File: src/rtl/bseq_pkg.sv
package bseq_pkg;

    typedef logic [1:0] beat_t;

    typedef enum logic [1:0] {
        SRC_NONE  = 2'd0,
        SRC_PROC  = 2'd1,
        SRC_CACHE = 2'd2
    } load_src_e;

    // Low address bits for beat k from base, in linear or interleaved order.
    function automatic beat_t burst_low(input beat_t base, input beat_t k, input logic ilv);
        beat_t r;
        if (ilv) r = base ^ k;
        else     r = base + k;
        return r;
    endfunction

endpackage

File: src/rtl/bseq_strobe_arb.sv
module bseq_strobe_arb
    import bseq_pkg::*;
(
    input  logic      ps_strobe_n,
    input  logic      cc_strobe_n,
    input  logic      cs_n,
    output load_src_e src
);
    logic ps_ok;

    always_comb begin
        ps_ok = !ps_strobe_n && !cs_n;
        if (ps_ok)             src = SRC_PROC;
        else if (!cc_strobe_n) src = SRC_CACHE;
        else                   src = SRC_NONE;
    end

    // a processor strobe that chip select allows always wins
    always_comb begin
        if (!ps_strobe_n && !cs_n)
            a_r4_proc_priority: assert (src == SRC_PROC);
    end
endmodule

File: src/rtl/bseq_addr_reg.sv
module bseq_addr_reg
    import bseq_pkg::*;
#(
    parameter int ADDR_W = 17
) (
    input  logic              clk,
    input  logic              rst,
    input  logic              load,
    input  logic [ADDR_W-1:0] addr_in,
    output logic [ADDR_W-3:0] upper,
    output beat_t             base
);
    always_ff @(posedge clk) begin
        if (rst) begin
            upper <= '0;
            base  <= '0;
        end else if (load) begin
            upper <= addr_in[ADDR_W-1:2];
            base  <= addr_in[1:0];
        end
    end

    // upper bits move only on a load
    a_r8_upper_hold: assert property (@(posedge clk) disable iff (rst)
        !load |=> (upper == $past(upper)));
endmodule

File: src/rtl/bseq_beat_ctr.sv
module bseq_beat_ctr
    import bseq_pkg::*;
(
    input  logic  clk,
    input  logic  rst,
    input  logic  load,
    input  logic  adv,
    output beat_t beat,
    output logic  active
);
    localparam beat_t LAST_BEAT = 2'd3;

    logic step;
    assign step = adv && active && !load;

    always_ff @(posedge clk) begin
        if (rst) begin
            beat   <= '0;
            active <= 1'b0;
        end else if (load) begin
            beat   <= '0;
            active <= 1'b1;
        end else if (step) begin
            beat <= beat + 2'd1;
            if (beat == LAST_BEAT) active <= 1'b0;
        end
    end

    // an advance during a burst moves exactly one beat
    a_r5_step_one: assert property (@(posedge clk) disable iff (rst)
        (active && adv && !load) |=> (beat == $past(beat) + 2'd1));
    // advancing from the last beat ends the burst at beat 0
    a_r9_wrap_end: assert property (@(posedge clk) disable iff (rst)
        (active && adv && !load && beat == LAST_BEAT) |=> (!active && beat == 2'd0));
    // idle advances do nothing
    a_r9_idle_hold: assert property (@(posedge clk) disable iff (rst)
        (!active && !load) |=> ($stable(beat) && !active));
    // a load restarts at beat 0
    a_r10_load_restart: assert property (@(posedge clk) disable iff (rst)
        load |=> (beat == 2'd0 && active));
endmodule

File: src/rtl/burst_addr_seq.sv
module burst_addr_seq
    import bseq_pkg::*;
#(
    parameter int ADDR_W = 17
) (
    input  logic              clk,
    input  logic              rst,
    input  logic [ADDR_W-1:0] addr_in,
    input  logic              ps_strobe_n,
    input  logic              cc_strobe_n,
    input  logic              cs_n,
    input  logic              adv_n,
    input  logic              interleave,
    output logic [ADDR_W-1:0] addr_out,
    output logic              burst_active
);
    load_src_e         src;
    logic              load;
    logic [ADDR_W-3:0] upper;
    beat_t             base;
    beat_t             beat;

    bseq_strobe_arb u_arb (
        .ps_strobe_n (ps_strobe_n),
        .cc_strobe_n (cc_strobe_n),
        .cs_n        (cs_n),
        .src         (src)
    );

    assign load = (src != SRC_NONE);

    bseq_addr_reg #(.ADDR_W(ADDR_W)) u_areg (
        .clk     (clk),
        .rst     (rst),
        .load    (load),
        .addr_in (addr_in),
        .upper   (upper),
        .base    (base)
    );

    bseq_beat_ctr u_ctr (
        .clk    (clk),
        .rst    (rst),
        .load   (load),
        .adv    (!adv_n),
        .beat   (beat),
        .active (burst_active)
    );

    assign addr_out = {upper, burst_low(base, beat, interleave)};

    // the cache strobe loads regardless of chip select
    a_r2_cache_load: assert property (@(posedge clk) disable iff (rst)
        !cc_strobe_n |=> (addr_out == $past(addr_in) && burst_active));
    // the gated processor strobe alone changes nothing
    a_r3_gated_ignored: assert property (@(posedge clk) disable iff (rst)
        (cs_n && !ps_strobe_n && cc_strobe_n && adv_n) |=>
        (addr_out == $past(addr_out) && burst_active == $past(burst_active)));
    // no advance and no strobe holds the address
    a_r5_hold: assert property (@(posedge clk) disable iff (rst)
        (adv_n && ps_strobe_n && cc_strobe_n) |=> $stable(addr_out));
endmodule

File: config.mk
export PLATFORM = sky130hd
export DESIGN_NAME = burst_addr_seq
export DESIGN_NICKNAME = d
export VERILOG_FILES = /design/src/rtl/bseq_pkg.sv /design/src/rtl/bseq_strobe_arb.sv /design/src/rtl/bseq_addr_reg.sv /design/src/rtl/bseq_beat_ctr.sv /design/src/rtl/burst_addr_seq.sv
export SDC_FILE = /design/constraint.sdc
export NUM_CORES = 1
export LEC_CHECK = 0
export ABC_AREA = 1
export BUFFER_PORTS_ARGS = -buffer_cell sky130_fd_sc_hd__buf_2
export CORE_MARGIN = 2
export CORE_UTILIZATION = 25
export CTS_CLUSTER_SIZE = 24
export DETAILED_ROUTE_END_ITERATION = 8
export PLACE_DENSITY = 0.58
export SETUP_SLACK_MARGIN = 0.05
export SLEW_MARGIN = 30
export SYNTH_ARGS = -nofsm -noshare
export SYNTH_HDL_FRONTEND = slang
export SYNTH_SLANG_ARGS = --single-unit
File: constraint.sdc
create_clock -name clk -period 0.95 [get_ports clk]
set_input_delay 0.1425 -clock clk [delete_from_list [all_inputs] [get_ports clk]]
set_output_delay 0.1425 -clock clk [all_outputs]
set_load 0.01 [all_outputs]
Yosys cells after proc, flatten, opt, wreduce, memory -nomap -nowiden:

Cells that the tools add are included.

* muxes and demuxes: 6
* reduce and logical (&&, ||, !) cells: 12
* eq/ne operators: 1
* add/subtract/negate cells: 2
* bitwise operators: 1

Operators with widths (number)
* 2-to-1 mux 2 bit: 3
* nonzero test 2 bit: 3
* zero test 1 bit: 4
* logical AND 1 bit: 3
* 2-to-1 mux 1 bit: 3
* adder 2 x 1 -> 2 bit, second input constant: 1
* adder 2 bit: 1
* equality test 2 bit, second input constant: 1
* AND reduction 2 bit: 1
* OR reduction 2 bit: 1
* bitwise XOR 2 bit: 1

* output and inout bits: 18
* flip-flop bits (word level): 20

Depth between registers and ports, before layout:

Gate-level depths: netlist of run 1.

* word-level depth: 8
* gate-level depth with buffers: 7
* mapped depth without buffers: 7

Modules after synthesis:

A second synthesis of run 1 with hierarchy kept.

* cells, all modules: 147
* area, all modules: 957.2 um^2

By module, submodules not included
* bseq_addr_reg: area each 732.0 um^2, sequential area each 340.3 um^2, times used 1, cells each 108
* bseq_beat_ctr: area each 130.1 um^2, sequential area each 60.1 um^2, times used 1, cells each 19
* burst_addr_seq: area each 77.6 um^2, sequential area each 0.0 um^2, times used 1, cells each 17
* bseq_strobe_arb: area each 17.5 um^2, sequential area each 0.0 um^2, times used 1, cells each 3

Worst setup path before layout of run 1:

No wires, ideal clock.

* path kind: register to output
* start: register u_ctr.beat[0]
* end: output port addr_out[1]
* buffers on the path: 0
* data required time: 808 ps
* arrival time: 836 ps
* slack: -29 ps
* stages on the path, launching flop included: 8
* cells stage by stage: dfxtp_1 -> ha_1 -> inv_1 -> nor2_1 -> inv_1 -> nand2_1 -> nand2_1 -> inv_1

* word-level cells in the longest chain between the ends: 2

Ends and longest elaborated chain
* from (decl): line bseq_beat_ctr.sv:8 `output beat_t beat,`
* from (signal assigned): line bseq_beat_ctr.sv:24 `beat <= beat + 2'd1;`
* adder 2 bit: line bseq_pkg.sv:15 `else r = base + k;`
* 2-to-1 mux 2 bit: line bseq_pkg.sv:14 `if (ilv) r = base ^ k;`
* to (decl): line burst_addr_seq.sv:14 `output logic [ADDR_W-1:0] addr_out,`

Every way passes these cells.

Worst setup path in the final report of run 1:

Same ends and word-level chain as after synthesis.

==> results of run 1 <==
state kept, by name (all words and copies together), names as in the netlist:
signal	cells
u_ctr.beat	2
u_areg.base	2
u_areg.upper	15
u_ctr.active	1
worst reg2reg max path: stages, from the launching register on:
cell     delay, ps
dfxtp_2        340
buf_4          150
ha_4           230
o21ai_2        100
nor2_1          40
area by class of cell:
cell class              instances  area (um2)
fillers                       435        2540
repair buffers                 47         282
inverters                      27         104
well taps                      50        62.6
flip-flops and latches         20         413
multi-input cells              92         489
clock buffers                   4        55.1
where the power goes:
| group | internal (mW) | total, mW | switching, mW |
|---|---|---|---|
| Sequential | 0.906 | 0.937 | 0.0312 |
| Combinational | 0.197 | 0.427 | 0.230 |
| Clock | 0.369 | 0.658 | 0.289 |
cell usage in the layout (no fill, tap or decap), types with 2 or more instances in the layout:
master,n
clkbuf_8,4
ha_4,2
buf_4,5
dfxtp_1,10
nor2_1,18
buf_6,3
buf_2,38
nand3_1,19
nor2_2,19
nand2_1,30
inv_1,22
dfxtp_2,10
inv_2,3
synth_stat cells (2+ instances only):
master,number,area [um2]
nor2_1,19,71.3
inv_1,25,93.8
dfxtp_1,20,400
ha_1,2,25.0
nand3_1,19,95.1
nand2_1,30,113
nor2_2,19,119
worst max-delay path by stage:
stage,cells after the start,to,slack [ps]
global placement,7,addr_out[1],-110
finish,7,addr_out[1],-370
detailed placement,7,addr_out[1],-140
CTS,7,addr_out[1],-380
floorplan,7,addr_out[1],10
global route,7,addr_out[1],-450
cells by family (layout without fill, tap and decap cells):
family | Yosys count | after routing
AO/OA/AOI/OAI | 2 | 2
AND/OR/NAND/NOR | 88 | 88
buffers and inverters | 32 | 78
flip-flops | 20 | 20
adder cells (fa/ha/maj) | 2 | 2
layer usage:
metal | track usage | vias to the layer above
li1 | - | 517
met1 | 0.129 | 408
met2 | 0.193 | 22
met3 | 0.0200 | 2
met4 | 0.0536 | 0
met5 | 0 | -
what timing repair did:
item / CTS / global route
hold buffers: 0 / 0
endpoints found under the setup margin: 5 / 12
setup buffers: 0 / 1
pin swaps: 1 / 5
gates resized for setup: 6 / 15
==> impl_metrics.env, run 1 <==
export IMPL_drive_gt1_frac=0.468
export IMPL_crit_start="u_ctr.beat[0]"
export IMPL_fin_util=0.356
export IMPL_cts_buffers=3
export IMPL_cp_end_kind="primary output"
export IMPL_r2r_cells=4
export IMPL_tightestPinTransition_ps=360
export IMPL_clkSlewWorstSetupHoldPaths_ps=80
export IMPL_design_area_um2=1410
export IMPL_min_to="u_ctr.active"
export IMPL_root_buffer="clkbuf_8"
export IMPL_place_hpwl_um=1530
export IMPL_initialDrtViolationCount=25
export IMPL_ir_worst_vdd_uv=577
export IMPL_arrival_ps=1170
export IMPL_post_drt_wl_per_cell_um=9.38
export IMPL_insertion_delay_ps=250
export IMPL_worst_hold_path_type="primary input to flip-flop"
export IMPL_dp_cells=235
export IMPL_die_y_um=67.4
export IMPL_netlist_area_um2=1000
export IMPL_hold_ws_ps=60.2
export IMPL_hold_violations=0
export IMPL_critical_path_top_delay_family="flip-flops"
export IMPL_worstReg2RegStart="u_ctr.beat[0]"
export IMPL_core_um2=3940
export IMPL_dr_pass1_iters=4
export IMPL_initial_utilization=0.255
export IMPL_dieArea_um2=4540
export IMPL_crit_slowest_cell="dfxtp_2"
export IMPL_setup_viol=3
export IMPL_met3WireLength_um=99
export IMPL_synthToLayoutAreaGrowth_pct=39.9
export IMPL_synth_compound_area_share=0.00996
export IMPL_p_per_area_nw_per_um2=1440
export IMPL_max_freq_mhz=760
export IMPL_synthCells=144
export IMPL_cts_tree="done"
export IMPL_instances_no_fill=240
export IMPL_wl_met2_um=1150
export IMPL_crit_fanout=2
export IMPL_drtAntennaViolNets=0
export IMPL_grt_ovfl_total=0
export IMPL_grt_setup_unrepaired="yes"
export IMPL_die_w_um=67.4
export IMPL_dr_total_vias=949
export IMPL_ys_types=17
export IMPL_yosys_area_share_simple=0.416
export IMPL_critPathBufInv=3
export IMPL_hp_start="rst"
export IMPL_maxSlewViolCount=0
export IMPL_status="finished with violations"
export IMPL_cts_sinks=20
export IMPL_grtUsageTotal=0.110
export IMPL_grt_pass1_vias=845
export IMPL_setup_tns_ps=-511
export IMPL_synth_top_family_by_area="simple AND/OR/NAND/NOR gates"
export IMPL_synth_seq_cells=20
export IMPL_cp_start_kind="flip-flop"
export IMPL_grt_max_degree=20
export IMPL_pre_cts_ws_ps=-135
export IMPL_nets=217
export IMPL_holdPathStages=2
export IMPL_m1WireLength_um=978
export IMPL_synth_fa_ha_area_frac=0.0249
export IMPL_crit_top_cell="inv_2"
export IMPL_period_share=1.38
export IMPL_routed_wl_um=2250
export IMPL_htree_levels=1
export IMPL_vias_per_cell=3.95
export IMPL_crit_required_ps=810
export IMPL_power_mw=2.02
export IMPL_drcViolationCount=0
export IMPL_synth_edff_count=0
export IMPL_gp_congestion=0.641
export IMPL_slowest_delay_ps=360
export IMPL_synthFlopType="dfxtp_1"
export IMPL_worstSetupPathType="flip-flop to primary output"
export IMPL_r2r_slack_ps=-10
export IMPL_cp_cell_sequence="ha_4 > inv_2 > nor2_4 > nand3_1 > nand2_1 > inv_2 > buf_6"
export IMPL_syn_nets=170
export IMPL_fin_crit_ps=1320
export IMPL_skew_ps=0.317
export IMPL_drv_cap=0
export IMPL_synthArstFlopShare=0
export IMPL_antenna_found_initial=0
export IMPL_placed_area_um2=1280
export IMPL_r2r_end="u_ctr.beat[1]"
export IMPL_io_pins=42
export IMPL_violations="negative setup slack"
export IMPL_p_leak_nw=0.724
export IMPL_yosys_warnings=0
export IMPL_syn_mean_instance_area_um2=6.98
export IMPL_routed_top_layer="met4"
export IMPL_port_buffers=41
export IMPL_synth_seq_area_share=0.399
export IMPL_n_antenna_cell=0
export IMPL_cts_buffer_depth=2
export IMPL_slew_headroom=0.760
export IMPL_synthMuxAreaShare=0
export IMPL_fin_ws_ps=-365
export IMPL_synthXorXnorAreaFrac=0
export IMPL_grt_pass1_wl_um=3680
export IMPL_row_count=23
No activity file was read; power rests on OpenSTA's default activity.
==> run 2: changes to the inputs <==
--- a/config.mk
+++ b/config.mk
@@ -6,12 +6,14 @@
 export NUM_CORES = 1
 export LEC_CHECK = 0
 export ABC_AREA = 1
-export BUFFER_PORTS_ARGS = -buffer_cell sky130_fd_sc_hd__buf_2
+export BUFFER_PORTS_ARGS = -buffer_cell sky130_fd_sc_hd__buf_4
+export CELL_PAD_IN_SITES_DETAIL_PLACEMENT = 0
+export CELL_PAD_IN_SITES_GLOBAL_PLACEMENT = 1
 export CORE_MARGIN = 2
 export CORE_UTILIZATION = 25
 export CTS_CLUSTER_SIZE = 24
 export DETAILED_ROUTE_END_ITERATION = 8
-export PLACE_DENSITY = 0.58
+export PLACE_DENSITY = 0.75
 export SETUP_SLACK_MARGIN = 0.05
 export SLEW_MARGIN = 30
 export SYNTH_ARGS = -nofsm -noshare
==> impl_metrics.env, run 2 (synthesized netlist as in run 1, its figures left out) <==
export IMPL_crit_fanout=2
export IMPL_tightestPinTransition_ps=363
export IMPL_p_switching_uw=517
export IMPL_power_mw=1.95
export IMPL_holdPathStages=2
export IMPL_slew_headroom=0.758
export IMPL_critical_path_top_delay_family="flip-flops"
export IMPL_cts_buffer_depth=2
export IMPL_min_to="u_ctr.active"
export IMPL_p_comb_frac=0.243
export IMPL_fin_util=0.379
export IMPL_largest_reg_flops=15
export IMPL_grt_pass1_vias=890
export IMPL_seqPwrFrac=0.482
export IMPL_grt_max_degree=20
export IMPL_n_antenna_cell=0
export IMPL_dieArea_um2=4540
export IMPL_htree_levels=1
export IMPL_hp_start="rst"
export IMPL_nFillCells=424
export IMPL_maxSlewViolCount=0
export IMPL_worst_hold_path_type="primary input to flip-flop"
export IMPL_die_y_um=67.4
export IMPL_core_um2=3940
export IMPL_r2r_slack_ps=-100
export IMPL_cp_start_kind="flip-flop"
export IMPL_reg_top3="u_areg.upper x15, u_areg.base x2, u_ctr.beat x2"
export IMPL_clkSlewWorstSetupHoldPaths_ps=70
export IMPL_sw_frac_of_total=0.266
export IMPL_root_buffer="clkbuf_8"
export IMPL_cts_tree="done"
export IMPL_final_cell_mix="45 x buf_4, 28 x nand2_1, 23 x inv_1"
export IMPL_port_buffers=41
export IMPL_dr_pass1_iters=4
export IMPL_r2r_cells=5
export IMPL_busiest_layer="met2"
export IMPL_hold_ws_ps=52.9
export IMPL_vias_per_cell=3.94
export IMPL_ir_worst_vdd_uv=429
export IMPL_io_pins=42
export IMPL_initial_utilization=0.255
export IMPL_post_drt_wl_per_cell_um=9.30
export IMPL_max_freq_mhz=774
export IMPL_hold_violations=0
export IMPL_multi_input_comb_area_um2=498
export IMPL_grt_setup_unrepaired="yes"
export IMPL_cp_end_kind="primary output"
export IMPL_fin_ws_ps=-341
export IMPL_die_w_um=67.4
export IMPL_drv_cap=0
export IMPL_routed_wl_um=2230
export IMPL_place_hpwl_um=1570
export IMPL_gp_congestion=0.649
export IMPL_critPathBufInv=3
export IMPL_postCtsHoldBufs=0
export IMPL_fin_crit_ps=1290
export IMPL_met2_usage=0.187
export IMPL_crit_required_ps=810
export IMPL_arrival_ps=1150
export IMPL_top_register="u_areg.upper"
export IMPL_row_count=23
export IMPL_crit_slowest_cell="dfxtp_2"
export IMPL_grt_ovfl_total=0
export IMPL_drtAntennaViolNets=0
export IMPL_crit_top_cell="inv_2"
export IMPL_status="finished with violations"
export IMPL_grt_pass1_wl_um=3660
export IMPL_dr_total_vias=946
export IMPL_setup_viol=5
export IMPL_antenna_found_initial=0
export IMPL_worstReg2RegStart="u_ctr.beat[0]"
export IMPL_insertion_delay_ps=250
export IMPL_met3_usage=0.0250
export IMPL_slowest_delay_ps=360
export IMPL_cts_sinks=20
export IMPL_drcViolationCount=0
export IMPL_drive_gt1_frac=0.453
export IMPL_p_int_mw=1.43
export IMPL_r2r_end="u_ctr.beat[1]"
export IMPL_grt_util_met1=0.123
export IMPL_initialDrtViolationCount=24
export IMPL_regArea_um2=407
export IMPL_violations="negative setup slack"
export IMPL_nets=218
export IMPL_cts_buffers=3
export IMPL_synthToLayoutAreaGrowth_pct=48.6
export IMPL_worstSetupPathType="flip-flop to primary output"
export IMPL_p_per_area_nw_per_um2=1300
export IMPL_skew_ps=1.84
export IMPL_grtUsageTotal=0.106
export IMPL_period_share=1.36
export IMPL_clock_power_share=0.274
export IMPL_layout_commonest_cell="buf_4"
export IMPL_cp_cell_sequence="ha_4 > inv_2 > nor2_4 > nand3_1 > nand2_1 > inv_2 > buf_4"
export IMPL_p_leak_nw=0.747
==> run 2: changes by cell type in the layout (fill, tap and decap cells not counted), moves of 2 or more <==
cell,before,now
buf_4,5,45
buf_2,38,0
dfxtp_1,10,15
dfxtp_2,10,5
nand2_1,30,28
nand2_2,0,2
==> run 2: cell type report <==
class,count,area share
clock buffer,3,0.0277
multi-input combinational,92,0.334
timing repair buffer,48,0.255
tap,50,0.0419
inverter,27,0.0696
sequential,20,0.272
==> run 2: stage by stage <==
stage / instance area, um2 / worst slack [ps] / std cells / TNS, ps
3_3_place_gp: 1380 / -103 / 235 / -103
6_report: 1490 / -341 / 240 / -661
2_1_floorplan: 1010 / 15.0 / 144 / 0
3_5_place_dp: 1380 / -126 / 235 / -126
5_1_grt: 1490 / -433 / 240 / -894
4_1_cts: 1450 / -356 / 239 / -574
==> run 2: power by group through the flow <==
stage / Combinational (mW) / Sequential [mW] / Clock [mW]
after global routing: 0.537 / 0.947 / 0.601
after global placement: 0.457 / 0.954 / 0
after floorplan: 0.228 / 0.975 / 0
final: 0.473 / 0.939 / 0.534
after CTS: 0.469 / 0.936 / 0.563
after detailed placement: 0.460 / 0.954 / 0
==> run 2: what timing repair did <==
| item | 4_1_cts | 5_1_grt |
|---|---|---|
| setup endpoints to repair | 4 | 7 |
| gates resized for setup | 6 | 10 |
| pin swaps | 2 | 1 |
| buffers inserted | 1 | 1 |
| hold endpoints to repair | 0 | 0 |
==> run 2: worst max-delay path by stage <==
stage,depth (start not counted),startpoint,slack (ps),endpoint
2_1_floorplan,7,u_ctr.beat[0],10,addr_out[1]
3_3_place_gp,7,u_areg.base[0],-100,addr_out[1]
3_5_place_dp,7,u_ctr.beat[0],-130,addr_out[1]
4_1_cts,7,u_areg.base[0],-360,addr_out[1]
5_1_grt,7,u_areg.base[0],-430,addr_out[1]
6_report,7,u_areg.base[0],-340,addr_out[1]
==> run 2: layer usage <==
metal	wire, um	part of all wire	up-vias
met5	0	0	-
met3	114	0.051	2
li1	-	-	518
met1	968	0.43	406
met4	12	0.0054	0
met2	1140	0.51	20
